===== config.mk =====
export PLATFORM = sky130hd
export DESIGN_NAME = csi_gate_gen
export DESIGN_NICKNAME = d
export VERILOG_FILES = /design/src/rtl/csi_pkg.sv /design/src/rtl/csi_leg_cmp.sv /design/src/rtl/csi_leg_map.sv /design/src/rtl/csi_short_steer.sv /design/src/rtl/csi_gate_gen.sv
export SDC_FILE = /design/constraint.sdc
export NUM_CORES = 1
export LEC_CHECK = 0
export ABC_AREA = 1
export BUFFER_PORTS_ARGS = -buffer_cell sky130_fd_sc_hd__clkbuf_2
export CORE_ASPECT_RATIO = 1.2
export CORE_MARGIN = 8
export CORE_UTILIZATION = 35
export DETAILED_ROUTE_END_ITERATION = 16
export PLACE_DENSITY = 0.6
export REMOVE_ABC_BUFFERS = 1
export SETUP_SLACK_MARGIN = 0.3
export SYNTH_ARGS = -nofsm -noshare
export SYNTH_HDL_FRONTEND = slang
export SYNTH_SLANG_ARGS = --single-unit

===== constraint.sdc =====
create_clock -name clk -period 0.8 [get_ports clk]
set_input_delay 0.04 -clock clk [delete_from_list [all_inputs] [get_ports clk]]
set_output_delay 0.04 -clock clk [all_outputs]
set_load 0.005 [all_outputs]

===== src/rtl/csi_pkg.sv =====
package csi_pkg;
  localparam int NLEG = 3;
  localparam int NSW  = 2 * NLEG;

  typedef logic [NLEG-1:0] leg_vec_t;

  // Gate index of the upper switch of leg k (S1, S3, S5).
  function automatic int upper_idx(input int k);
    return 2 * k;
  endfunction

  // Gate index of the lower switch of leg k (S4, S6, S2).
  function automatic int lower_idx(input int k);
    return (2 * k + NLEG) % NSW;
  endfunction
endpackage


===== src/rtl/csi_leg_cmp.sv =====
module csi_leg_cmp
  import csi_pkg::*;
#(
  parameter int DATA_W = 12
) (
  input  logic                     clk,
  input  logic                     rst_n,
  input  logic signed [DATA_W-1:0] carrier_i,
  input  logic signed [DATA_W-1:0] mod_i [NLEG],
  output leg_vec_t                 leg_o
);

  for (genvar k = 0; k < NLEG; k++) begin : g_leg
    always_comb begin
      leg_o[k] = (mod_i[k] > carrier_i);
    end

    // a tie with the carrier never raises the leg bit
    p_tie_low_r1: assert property (@(posedge clk) disable iff (!rst_n)
      (mod_i[k] == carrier_i) |-> !leg_o[k]);
  end

endmodule


===== src/rtl/csi_leg_map.sv =====
module csi_leg_map
  import csi_pkg::*;
(
  input  logic     clk,
  input  logic     rst_n,
  input  leg_vec_t leg_i,
  output leg_vec_t upper_o,
  output leg_vec_t lower_o
);

  for (genvar k = 0; k < NLEG; k++) begin : g_map
    localparam int NXT = (k + 1) % NLEG;
    always_comb begin
      upper_o[k] =  leg_i[k] & ~leg_i[NXT];
      lower_o[k] = ~leg_i[k] &  leg_i[NXT];
    end
  end

  // equal leg bits leave the bridge with no conducting pair
  p_equal_idle_r4: assert property (@(posedge clk) disable iff (!rst_n)
    ((leg_i == '0) || (leg_i == '1)) |-> ((upper_o == '0) && (lower_o == '0)));

  // mixed leg bits give one upper and one lower command
  p_mixed_pair_r3: assert property (@(posedge clk) disable iff (!rst_n)
    ((leg_i != '0) && (leg_i != '1)) |->
      (($countones(upper_o) == 1) && ($countones(lower_o) == 1)));

endmodule


===== src/rtl/csi_short_steer.sv =====
module csi_short_steer
  import csi_pkg::*;
#(
  parameter int PH_W       = 9,
  parameter int PHASE_SPAN = 360
) (
  input  logic            clk,
  input  logic            rst_n,
  input  logic [PH_W-1:0] phase_i,
  input  leg_vec_t        upper_i,
  input  leg_vec_t        lower_i,
  output leg_vec_t        upper_o,
  output leg_vec_t        lower_o
);

  localparam int              WIN_I  = PHASE_SPAN / NLEG;
  localparam logic [PH_W-1:0] EDGE_B = PH_W'(WIN_I);
  localparam logic [PH_W-1:0] EDGE_C = PH_W'(2 * WIN_I);

  leg_vec_t sel;
  logic     short_req;

  always_comb begin
    sel    = '0;
    sel[0] = (phase_i < EDGE_B);
    sel[1] = (phase_i >= EDGE_B) && (phase_i < EDGE_C);
    sel[2] = (phase_i >= EDGE_C);
  end

  always_comb begin
    short_req = (upper_i == '0) || (lower_i == '0);
    upper_o   = upper_i | ({NLEG{short_req}} & sel);
    lower_o   = lower_i | ({NLEG{short_req}} & sel);
  end

  // exactly one leg window is active for any phase value
  p_sel_onehot_r5: assert property (@(posedge clk) disable iff (!rst_n)
    $countones(sel) == 1);

  // a shorting pulse lands on one leg pair only
  p_short_leg_r4: assert property (@(posedge clk) disable iff (!rst_n)
    short_req |-> ((upper_o == lower_o) && ($countones(upper_o) == 1)));

endmodule


===== src/rtl/csi_gate_gen.sv =====
module csi_gate_gen
  import csi_pkg::*;
#(
  parameter int DATA_W     = 12,
  parameter int PH_W       = 9,
  parameter int PHASE_SPAN = 360
) (
  input  logic                     clk,
  input  logic                     rst_n,
  input  logic signed [DATA_W-1:0] carrier_i,
  input  logic signed [DATA_W-1:0] mod_a_i,
  input  logic signed [DATA_W-1:0] mod_b_i,
  input  logic signed [DATA_W-1:0] mod_c_i,
  input  logic        [PH_W-1:0]   phase_i,
  output logic        [NSW-1:0]    gate_o
);

  logic signed [DATA_W-1:0] mod_arr [NLEG];
  leg_vec_t                 leg_bits;
  leg_vec_t                 upper_raw, lower_raw;
  leg_vec_t                 upper_fin, lower_fin;
  logic        [NSW-1:0]    gate_d;
  logic        [NSW-1:0]    gate_q;
  logic                     out_vld_q;
  leg_vec_t                 upper_q, lower_q;

  always_comb begin
    mod_arr[0] = mod_a_i;
    mod_arr[1] = mod_b_i;
    mod_arr[2] = mod_c_i;
  end

  csi_leg_cmp #(.DATA_W(DATA_W)) u_cmp (
    .clk       (clk),
    .rst_n     (rst_n),
    .carrier_i (carrier_i),
    .mod_i     (mod_arr),
    .leg_o     (leg_bits)
  );

  csi_leg_map u_map (
    .clk     (clk),
    .rst_n   (rst_n),
    .leg_i   (leg_bits),
    .upper_o (upper_raw),
    .lower_o (lower_raw)
  );

  csi_short_steer #(.PH_W(PH_W), .PHASE_SPAN(PHASE_SPAN)) u_steer (
    .clk     (clk),
    .rst_n   (rst_n),
    .phase_i (phase_i),
    .upper_i (upper_raw),
    .lower_i (lower_raw),
    .upper_o (upper_fin),
    .lower_o (lower_fin)
  );

  for (genvar k = 0; k < NLEG; k++) begin : g_pack
    always_comb begin
      gate_d[upper_idx(k)] = upper_fin[k];
      gate_d[lower_idx(k)] = lower_fin[k];
    end
  end

  always_ff @(posedge clk or negedge rst_n) begin
    if (!rst_n) begin
      gate_q    <= '0;
      out_vld_q <= 1'b0;
    end else begin
      gate_q    <= gate_d;
      out_vld_q <= 1'b1;
    end
  end

  assign gate_o = gate_q;

  for (genvar k = 0; k < NLEG; k++) begin : g_unpack
    always_comb begin
      upper_q[k] = gate_q[upper_idx(k)];
      lower_q[k] = gate_q[lower_idx(k)];
    end
  end

  // the registered bridge always has one upper and one lower gate on
  p_one_upper_r6: assert property (@(posedge clk) disable iff (!rst_n)
    out_vld_q |-> ($countones(upper_q) == 1));

  p_one_lower_r6: assert property (@(posedge clk) disable iff (!rst_n)
    out_vld_q |-> ($countones(lower_q) == 1));

endmodule


==> metrics.cfg, run 1 <==
[layout]
diodes=0
final_common_cell=clkbuf_2
layout.nets=368
largest_reg_flops=6
fin_area_um2=2470
final_cell_mix=clkbuf_2 (49), nand2_1 (41), ha_4 (29)
drive_above_1_share_pct=62.36
syn_to_final_growth_pct=87.82

[logic_synthesis]
yosysSeqAreaShare_pct=11.42
yosys-top-cells-area=ha_1 (34%), nand2_1 (17%), dfrtp_1 (11%), inv_1 (10%), a21oi_1 (3.4%)
synth_area_per_cell_um2=6.814
ys_seq_elements=6
ys_warn_count=0
synth_cell_type_count=21
syn_area_um2=1315
syn_inst=193
synth_top_area_share_pct=34.25
yosysTopAreaCell=ha_1

[global_routing]
grt_antenna_before_repair=0
grt.total_usage_pct=12.92
grt_pass1_wl_mm=6.437
gr-total-overflow=0
grt_max_degree=7
grt_pass1_vias=1596

[floorplan]
start_util_pct=36.19
dieWidth_um=71.96
std_cell_rows=24
core-area_um2=3633
dieHeight_um=83.15
die_area_um2=5983
io_pins=65

[timing]
period_share_pct=159.6
layout_setup_ws_ns=-0.4767
rsz0062_at_grt=yes
maxSlewViolCount=0
hold_slack_ns=0.1763
max_clock_freq_ghz=0.7833
slew_headroom_pct=85.02
period_needed_ns=1.277
hold_violations=0
tightest_slew_ns=0.2230
setup_viol=6

[clock_network]
path_clk_slew_ns=0.04
htree_num_levels=1
ctsLongestPathBuffers=2
clk_root_buffer_cell=clkbuf_8
cts-buffers-inserted=3
cts_tree=yes
cts.sink_count=6

[flow_run]
cap_violations=0

[route]
drc_errors=0
routedWlPerCell_um=13.11
via_count=1503
drt_iter0_drc=27
dr.pass1.iters=4
vias_per_cell=4.653
wirelength_mm=4.233
antenna_left=0

[setup_path]
crit_slowest_cell=ha_1
critPathLaunchType=primary input
cp.arrival_ns=1.39
cp_slowest_stage_delay_ns=0.27
crit_path_cell_trace=clkbuf_2 -> inv_2 -> ha_1 -> nand2_1 -> nor2_1 -> and2_4 -> nand2_2 -> nand4_1 -> nand3_4 -> nand2_4 -> nand2_4 -> nand3_2 -> nand2_1
crit_family=simple AND/OR/NAND/NOR gates
cp-end-kind=flip-flop
worstSetupPathType=primary input to flip-flop
cp_num_cells=13
required_ns=0.91
cp_max_fo=4
cp.buffers_inverters=2

[power]
p_int_mw=1.458
switching_power_uw=942.2
p_leak_nw=1.288
seq_power_share_pct=16.3
peakVddDrop_v=0.0004547
comb_power_share_pct=64.7
p_clk_share_pct=19.0
power_density_nw_per_um2=971.7
sw_frac_of_total_pct=39.26

[placement]
portBuffers=61
place_congestion=0.7557
dpl_cell_area_um2=1775
place_hpwl_mm=3.111

[run_status]
violations=negative setup slack
outcome=finished, violations left

[hold_path]
hold_class=primary input to async pin

## area by class of cell
| cell class | instances | area (µm²) |
|---|---|---|
| fillers | 279 | 1164 |
| repair buffers | 75 | 470.5 |
| well taps | 52 | 65.06 |
| clock buffers | 3 | 41.29 |
| multi-input cells | 149 | 1555 |
| flip-flops and latches | 6 | 150.1 |
| inverters | 38 | 187.7 |
## cell families (layout without fill, tap and decap cells)
| group | after synthesis | count (layout) | synth area share (%) |
|---|---|---|---|
| AND/OR/NAND/NOR | 99 | 99 | 37.20 |
| buffers and inverters | 38 | 116 | 10.85 |
| adder cells (fa/ha/maj) | 36 | 36 | 34.25 |
| AO/OA/AOI/OAI | 14 | 14 | 6.279 |
| flip-flops | 6 | 6 | 11.42 |
## synth_stat cells
master / number
dfrtp_1: 6
nand2_1: 60
nor2_4: 1
inv_1: 36
nor2_2: 3
nand2_4: 1
nand4_1: 6
nor2_8: 1
nand3_2: 4
inv_2: 1
a21oi_1: 9
nor2_1: 10
nand3_1: 3
clkinv_1: 1
nand2_2: 6
ha_1: 36
o21bai_1: 2
a21o_1: 3
nor3_1: 1
nand3_4: 1
and2_1: 2
## worst max path at each step
stage / startpoint / to / slack (ns)
6_report: carrier_i[4] / gate_o[2] / -0.48
5_1_grt: carrier_i[1] / gate_o[0] / -0.54
4_1_cts: carrier_i[11] / gate_o[5] / -0.51
3_5_place_dp: carrier_i[11] / gate_o[4] / -0.81
3_3_place_gp: carrier_i[11] / gate_o[5] / -0.80
2_1_floorplan: carrier_i[11] / gate_o[4] / -0.59
## stage by stage
| step | setup slack (ns) | power (mW) | cells | TNS, ns | util (%) |
|---|---|---|---|---|---|
| floorplan | -0.5900 | 1.030 | 193 | -3.530 | - |
| global placement | -0.8040 | 1.435 | 318 | -4.814 | 48.86 |
| detailed placement | -0.8114 | 1.455 | 318 | -4.851 | 48.86 |
| CTS | -0.5085 | 2.090 | 323 | -2.985 | 56.13 |
| global route | -0.5391 | 2.598 | 323 | -3.187 | 67.98 |
| finish | -0.4767 | 2.400 | 323 | -2.830 | 67.98 |
## metal layers
layer	wire length, µm	GRT usage, %	vias up
met5	0	0	-
met3	192	2.885	4
li1	-	-	779
met2	2489	25.42	35
met4	38	3.911	0
met1	1513	12.61	685
## power groups by stage
stage	clock, mW	sequential [mW]	combinational [mW]
floorplan	0	0.413	0.618
global placement	0	0.397	1.04
detailed placement	0	0.399	1.06
CTS	0.467	0.395	1.23
global route	0.484	0.401	1.71
finish	0.456	0.391	1.55
## what timing repair did
item | CTS | global route
gates resized for setup | 40 | 86
buffers inserted | 1 | 0
endpoints found under the setup margin | 12 | 12
pin swaps | 22 | 48
endpoints found under the hold margin | 6 | 0
hold buffers | 1 | 0
Note: power is estimated with default switching activity, not from simulation.
==> inputs of run 2 (changes only) <==
- ABC_AREA: 1 -> not set
- GPL_ROUTABILITY_DRIVEN: not set -> 0
- PLACE_DENSITY: 0.6 -> 0.61
==> metrics.cfg, run 2 <==
[logic_synthesis]
ys_seq_elements=6  ; unchanged
syn_inst=139  ; was 193
synth-compound-area-share_pct=26.63  ; was 6.280%
yosysTopAreaCell=ha_1  ; unchanged
synth_top_area_share_pct=36.59  ; was 34.25%
async_reset_ff_share_pct=100.0  ; unchanged
ys_warn_count=0  ; unchanged
synth.most_common_cell=ha_1  ; was nand2_1
ys.flop_type=dfrtp_1  ; unchanged
synthSimpleGateAreaFrac_pct=17.07  ; was 37.20%
synth_common_cells=ha_1 (36), inv_1 (18), a21oi_1 (9)  ; was nand2_1 (60), ha_1 (36), inv_1 (36), nor2_1 (10), a21oi_1 (9)
synth_top_family_by_area=adder cells  ; was simple AND/OR/NAND/NOR gates
yosys-top-cells-area=ha_1 (37%), dfrtp_1 (12%), inv_1 (5.5%), a21oi_1 (3.7%), a21o_1 (3.7%)  ; was ha_1 (34%), nand2_1 (17%), dfrtp_1 (11%), inv_1 (10%), a21oi_1 (3.4%)
synth_area_per_cell_um2=8.857  ; was 6.814 µm²
synthAdderAreaFrac_pct=36.59  ; was 34.25%
syn_area_um2=1231  ; was 1315 µm²
synth-xor-area-share_pct=0  ; unchanged
yosysSeqAreaShare_pct=12.20  ; was 11.42%
synthMuxAreaShare_pct=2.033  ; was 0%
synth_edf_count=0  ; unchanged
synth_cell_type_count=39  ; was 21

[layout]
final_common_cell=clkbuf_2  ; unchanged
drive_above_1_share_pct=54.96  ; was 62.36%
layout.nets=339  ; was 368
finalNonFillerCells=279  ; was 323
diodes=0  ; unchanged
largest_reg_flops=6  ; unchanged
syn_to_final_growth_pct=71.34  ; was 87.82%
final_cell_mix=clkbuf_2 (51), buf_4 (38), ha_1 (30)  ; was clkbuf_2 (49), nand2_1 (41), ha_4 (29)

[run_status]
outcome=finished, violations left  ; unchanged
violations=negative setup slack  ; unchanged

[clock_network]
cts.sink_count=6  ; unchanged
cts_tree=yes  ; unchanged
path_clk_slew_ns=0.03  ; was 0.04 ns
htree_num_levels=1  ; unchanged
clk_root_buffer_cell=clkbuf_8  ; unchanged
cts-buffers-inserted=3  ; unchanged
ctsLongestPathBuffers=2  ; unchanged

[timing]
setup_tns_ns=-5.679  ; was -2.830 ns
hold_slack_ns=0.1851  ; was 0.1763 ns
setup_viol=6  ; unchanged
period_needed_ns=1.789  ; was 1.277 ns
max_clock_freq_ghz=0.5589  ; was 0.7833 GHz
tightest_slew_ns=0.4724  ; was 0.2230 ns
period_share_pct=223.6  ; was 159.6%
maxSlewViolCount=0  ; unchanged
hold_violations=0  ; unchanged
layout_setup_ws_ns=-0.9892  ; was -0.4767 ns
rsz0062_at_grt=yes  ; unchanged
slew_headroom_pct=68.18  ; was 85.02%

[placement]
portBuffers=61  ; unchanged
dpl.cell_count=270  ; was 318
place_hpwl_mm=3.632  ; was 3.111 mm
place_ws_ns=-1.379  ; was -0.8114 ns

[floorplan]
dieWidth_um=70.14  ; was 71.96 µm
die_area_um2=5679  ; was 5983 µm²
core-area_um2=3367  ; was 3633 µm²
std_cell_rows=23  ; was 24
start_util_pct=36.57  ; was 36.19%
dieHeight_um=80.97  ; was 83.15 µm
io_pins=65  ; unchanged

[setup_path]
cp.buffers_inverters=3  ; was 2
cp.arrival_ns=1.89  ; was 1.39 ns
required_ns=0.90  ; was 0.91 ns
cp_slowest_stage_delay_ns=0.33  ; was 0.27 ns
crit_path_cell_trace=clkbuf_2 -> inv_2 -> buf_4 -> ha_1 -> nand2_1 -> o21a_1 -> o2111ai_1 -> o21a_1 -> o21ai_0 -> a31o_1  ; was clkbuf_2 -> inv_2 -> ha_1 -> nand2_1 -> nor2_1 -> and2_4 -> nand2_2 -> nand4_1 -> nand3_4 -> nand2_4 -> nand2_4 -> nand3_2 -> nand2_1
worstSetupPathType=primary input to flip-flop  ; unchanged
cp_common_cell=o21a_1
cp-end-kind=flip-flop  ; unchanged
crit_slowest_cell=o21a_1  ; was ha_1
crit_family=compound AO/OA/AOI/OAI gates  ; was simple AND/OR/NAND/NOR gates
critPathLaunchType=primary input  ; unchanged
cp_max_fo=5  ; was 4

[global_routing]
grt_pass1_vias=1682  ; was 1,596
gr-total-overflow=0  ; unchanged
grt_max_degree=7  ; unchanged
grt_antenna_before_repair=0  ; unchanged
grt.total_usage_pct=14.22  ; was 12.92%
grt_pass1_wl_mm=6.920  ; was 6.437 mm

[route]
routedWlPerCell_um=14.99  ; was 13.11 µm
drt_iter0_drc=42  ; was 27
antenna_left=0  ; unchanged
vias_per_cell=5.423  ; was 4.653
dr.pass1.iters=4  ; unchanged
wirelength_mm=4.183  ; was 4.233 mm
via_count=1513  ; was 1,503
drc_errors=0  ; unchanged

[power]
peakVddDrop_v=0.001056  ; was 0.0004547 V
power_density_nw_per_um2=959.5  ; was 971.7 nW/µm²
p_leak_nw=1.120  ; was 1.288 nW
power_mw=2.024  ; was 2.400 mW

[hold_path]
hold_class=primary input to async pin  ; unchanged

[flow_run]
cap_violations=0  ; unchanged

-- run 2: kinds of logic after synthesis --
family	Yosys count
flip-flops	6
multiplexers	2
adder cells (fa/ha/maj)	36
buffers and inverters	18
AO/OA/AOI/OAI	44
AND/OR/NAND/NOR	33
-- run 2: metrics by stage --
step / instance area, µm² / util (%)
after floorplan: 1231 / -
after global placement: 1831 / 54.37
after detailed placement: 1831 / 54.37
after CTS: 2049 / 60.87
after global routing: 2110 / 62.65
final: 2110 / 62.65
-- run 2: routing by layer --
layer	GRT usage, %	part of all wire (%)
met1	13.61	37
met2	29.46	56
met3	3.289	5.4
met4	3.823	1.2
met5	0	0
-- run 2: repair_timing --
item | CTS | global route
hold buffers | 1 | 0
endpoints found under the hold margin | 6 | 0
pin swaps | 18 | 10
gates resized for setup | 25 | 17
buffers inserted | 3 | 2
setup endpoints to repair | 12 | 12
-- run 2: final cells by class --
class	count	area [µm²]
fill	299	1257
multi-input combinational	115	1171
timing repair buffer	100	628.1
sequential	6	150.1
inverter	18	72.57
tap	37	46.29
clock buffer	3	41.29
-- run 2: final timing paths --
path                         startpoint        end  cells past startpoint
worst max-delay path       carrier_i[7]  gate_o[4]                     10
worst min-delay path              rst_n  gate_o[5]                      2
max in group asynchronous         rst_n  gate_o[4]                      2
min in group clk             phase_i[8]  gate_o[1]                      3
-- run 2: report_power, final --
part	total [mW]	switching [mW]	internal [mW]
registers	0.377	0.0115	0.365
logic	1.21	0.563	0.648
clock network	0.436	0.115	0.322
total	2.02	0.689	1.34
==> inputs of run 3 (changes only) <==
- PLACE_DENSITY: 0.61 -> not set
==> metrics.cfg, run 3 (synthesized netlist as in run 2, its figures left out) <==
[run_status]
outcome=finished, violations left  ; unchanged
violations=negative setup slack  ; unchanged

[layout]
diodes=0  ; unchanged
finalNonFillerCells=277  ; was 279
syn_to_final_growth_pct=69.00  ; was 71.34%
largest_reg_flops=6  ; unchanged
layout.nets=337  ; was 339
final_common_cell=clkbuf_2  ; unchanged
final_cell_mix=clkbuf_2 (52), buf_4 (36), ha_1 (30)  ; was clkbuf_2 (51), buf_4 (38), ha_1 (30)
fillers=281  ; was 299
drive_above_1_share_pct=53.75  ; was 54.96%

[placement]
place_ws_ns=-1.392  ; was -1.379 ns
dpl.cell_count=272  ; was 270
portBuffers=61  ; unchanged
place_hpwl_mm=3.731  ; was 3.632 mm

[setup_path]
required_ns=0.90  ; about the same
critPathLaunchType=primary input  ; unchanged
cp_max_fo=4  ; was 5
crit_path_cell_trace=buf_6 -> inv_4 -> ha_4 -> and3_4 -> a221o_1 -> a211oi_4 -> mux2i_1 -> buf_4 -> o21ai_2 -> a31o_1  ; was clkbuf_2 -> inv_2 -> buf_4 -> ha_1 -> nand2_1 -> o21a_1 -> o2111ai_1 -> o21a_1 -> o21ai_0 -> a31o_1
cp_slowest_stage_delay_ns=0.35  ; was 0.33 ns
crit_slowest_cell=a221o_1  ; was o21a_1
cp.arrival_ns=1.90  ; was 1.89 ns
worstSetupPathType=primary input to flip-flop  ; unchanged
cp-end-kind=flip-flop  ; unchanged

[global_routing]
grt.total_usage_pct=14.76  ; was 14.22%
grt_max_degree=7  ; unchanged
gr-total-overflow=0  ; unchanged
grt_pass1_vias=1687  ; was 1,682
grt_pass1_wl_mm=7.113  ; was 6.920 mm
grt_antenna_before_repair=0  ; unchanged

[route]
vias_per_cell=5.321  ; was 5.423
via_count=1474  ; was 1,513
dr.pass1.iters=4  ; unchanged
antenna_left=0  ; unchanged
drc_errors=0  ; unchanged
drt_iter0_drc=39  ; was 42
wirelength_mm=4.193  ; was 4.183 mm
routedWlPerCell_um=15.14  ; was 14.99 µm

[floorplan]
core-area_um2=3367  ; unchanged
start_util_pct=36.57  ; unchanged
dieHeight_um=80.97  ; unchanged
dieWidth_um=70.14  ; unchanged
std_cell_rows=23  ; unchanged
io_pins=65  ; unchanged
die_area_um2=5679  ; unchanged

[clock_network]
cts_tree=yes  ; unchanged
ctsLongestPathBuffers=2  ; unchanged
htree_num_levels=1  ; unchanged
cts-buffers-inserted=3  ; unchanged
clk_root_buffer_cell=clkbuf_8  ; unchanged
path_clk_slew_ns=0.03  ; about the same
cts.sink_count=6  ; unchanged

[timing]
hold_violations=0  ; unchanged
tightest_slew_ns=0.4702  ; was 0.4724 ns
max_clock_freq_ghz=0.5550  ; was 0.5589 GHz
rsz0062_at_grt=yes  ; unchanged
period_needed_ns=1.802  ; was 1.789 ns
maxSlewViolCount=0  ; unchanged
layout_setup_ws_ns=-1.002  ; was -0.9892 ns
slew_headroom_pct=68.32  ; was 68.18%
period_share_pct=225.2  ; was 223.6%
setup_viol=6  ; unchanged

[power]
p_leak_nw=1.115  ; was 1.120 nW
peakVddDrop_v=0.001278  ; was 0.001056 V
power_density_nw_per_um2=957.5  ; was 959.5 nW/µm²

[flow_run]
cap_violations=0  ; unchanged

[hold_path]
hold_class=primary input to async pin  ; unchanged

-- run 3: routing by layer --
metal	up-vias	routed length, µm	track usage [%]
li1	747	-	-
met1	686	1553	14.07
met2	37	2438	31.84
met3	4	169	2.801
met4	0	32	2.414
met5	-	0	0
-- run 3: layout make-up --
type                       count  area [µm²]  share of cell area (%)
timing repair buffer          98       604.3                   29.04
clock buffer                   3       41.29                   1.984
tap                           37       46.29                   2.225
sequential                     6       150.1                   7.216
multi-input combinational    115        1166                   56.04
inverter                      18       72.57                   3.488
-- run 3: where the power goes --
part           switching [mW]  total [mW]  internal, mW
combinational           0.556        1.18         0.623
sequential             0.0121       0.377         0.365
clock                   0.115       0.437         0.322
total                   0.683        1.99          1.31
-- run 3: stage by stage --
stage / hold WS [ns] / total power, mW / setup TNS, ns / cell area [µm²] / utilization (%)
final: 0.1843 / 1.992 / -5.640 / 2081 / 61.80
after global routing: 0.2187 / 2.173 / -6.115 / 2081 / 61.80
after CTS: 0.1807 / 1.948 / -5.715 / 2001 / 59.42
after detailed placement: -0.1300 / 1.415 / -8.105 / 1846 / 54.81
after global placement: -0.1351 / 1.372 / -7.657 / 1846 / 54.81
after floorplan: -0.2556 / 0.9120 / -6.930 / 1231 / -
-- run 3: critical path: cells and delay by family --
family / cells / cell delay [ns]
compound gates: 4 / 0.89
buf+inv: 3 / 0.33
mux: 1 / 0.27
fa+ha+maj: 1 / 0.19
simple gates: 1 / 0.18
-- run 3: what timing repair did --
action	4_1_cts	5_1_grt
buffers inserted	1	0
setup endpoints to repair	12	12
pin swaps	15	8
hold endpoints to repair	6	0
gates resized for setup	16	22
hold buffers	1	0
-- run 3: worst paths after layout --
kind                       slack [ns]   endpoint    startpoint  depth (start not counted)
max in group asynchronous        0.47  gate_o[4]         rst_n                          2
min in group clk                 0.27  gate_o[1]    phase_i[8]                          3
min                              0.18  gate_o[3]         rst_n                          2
max                             -1.00  gate_o[4]  carrier_i[3]                         10
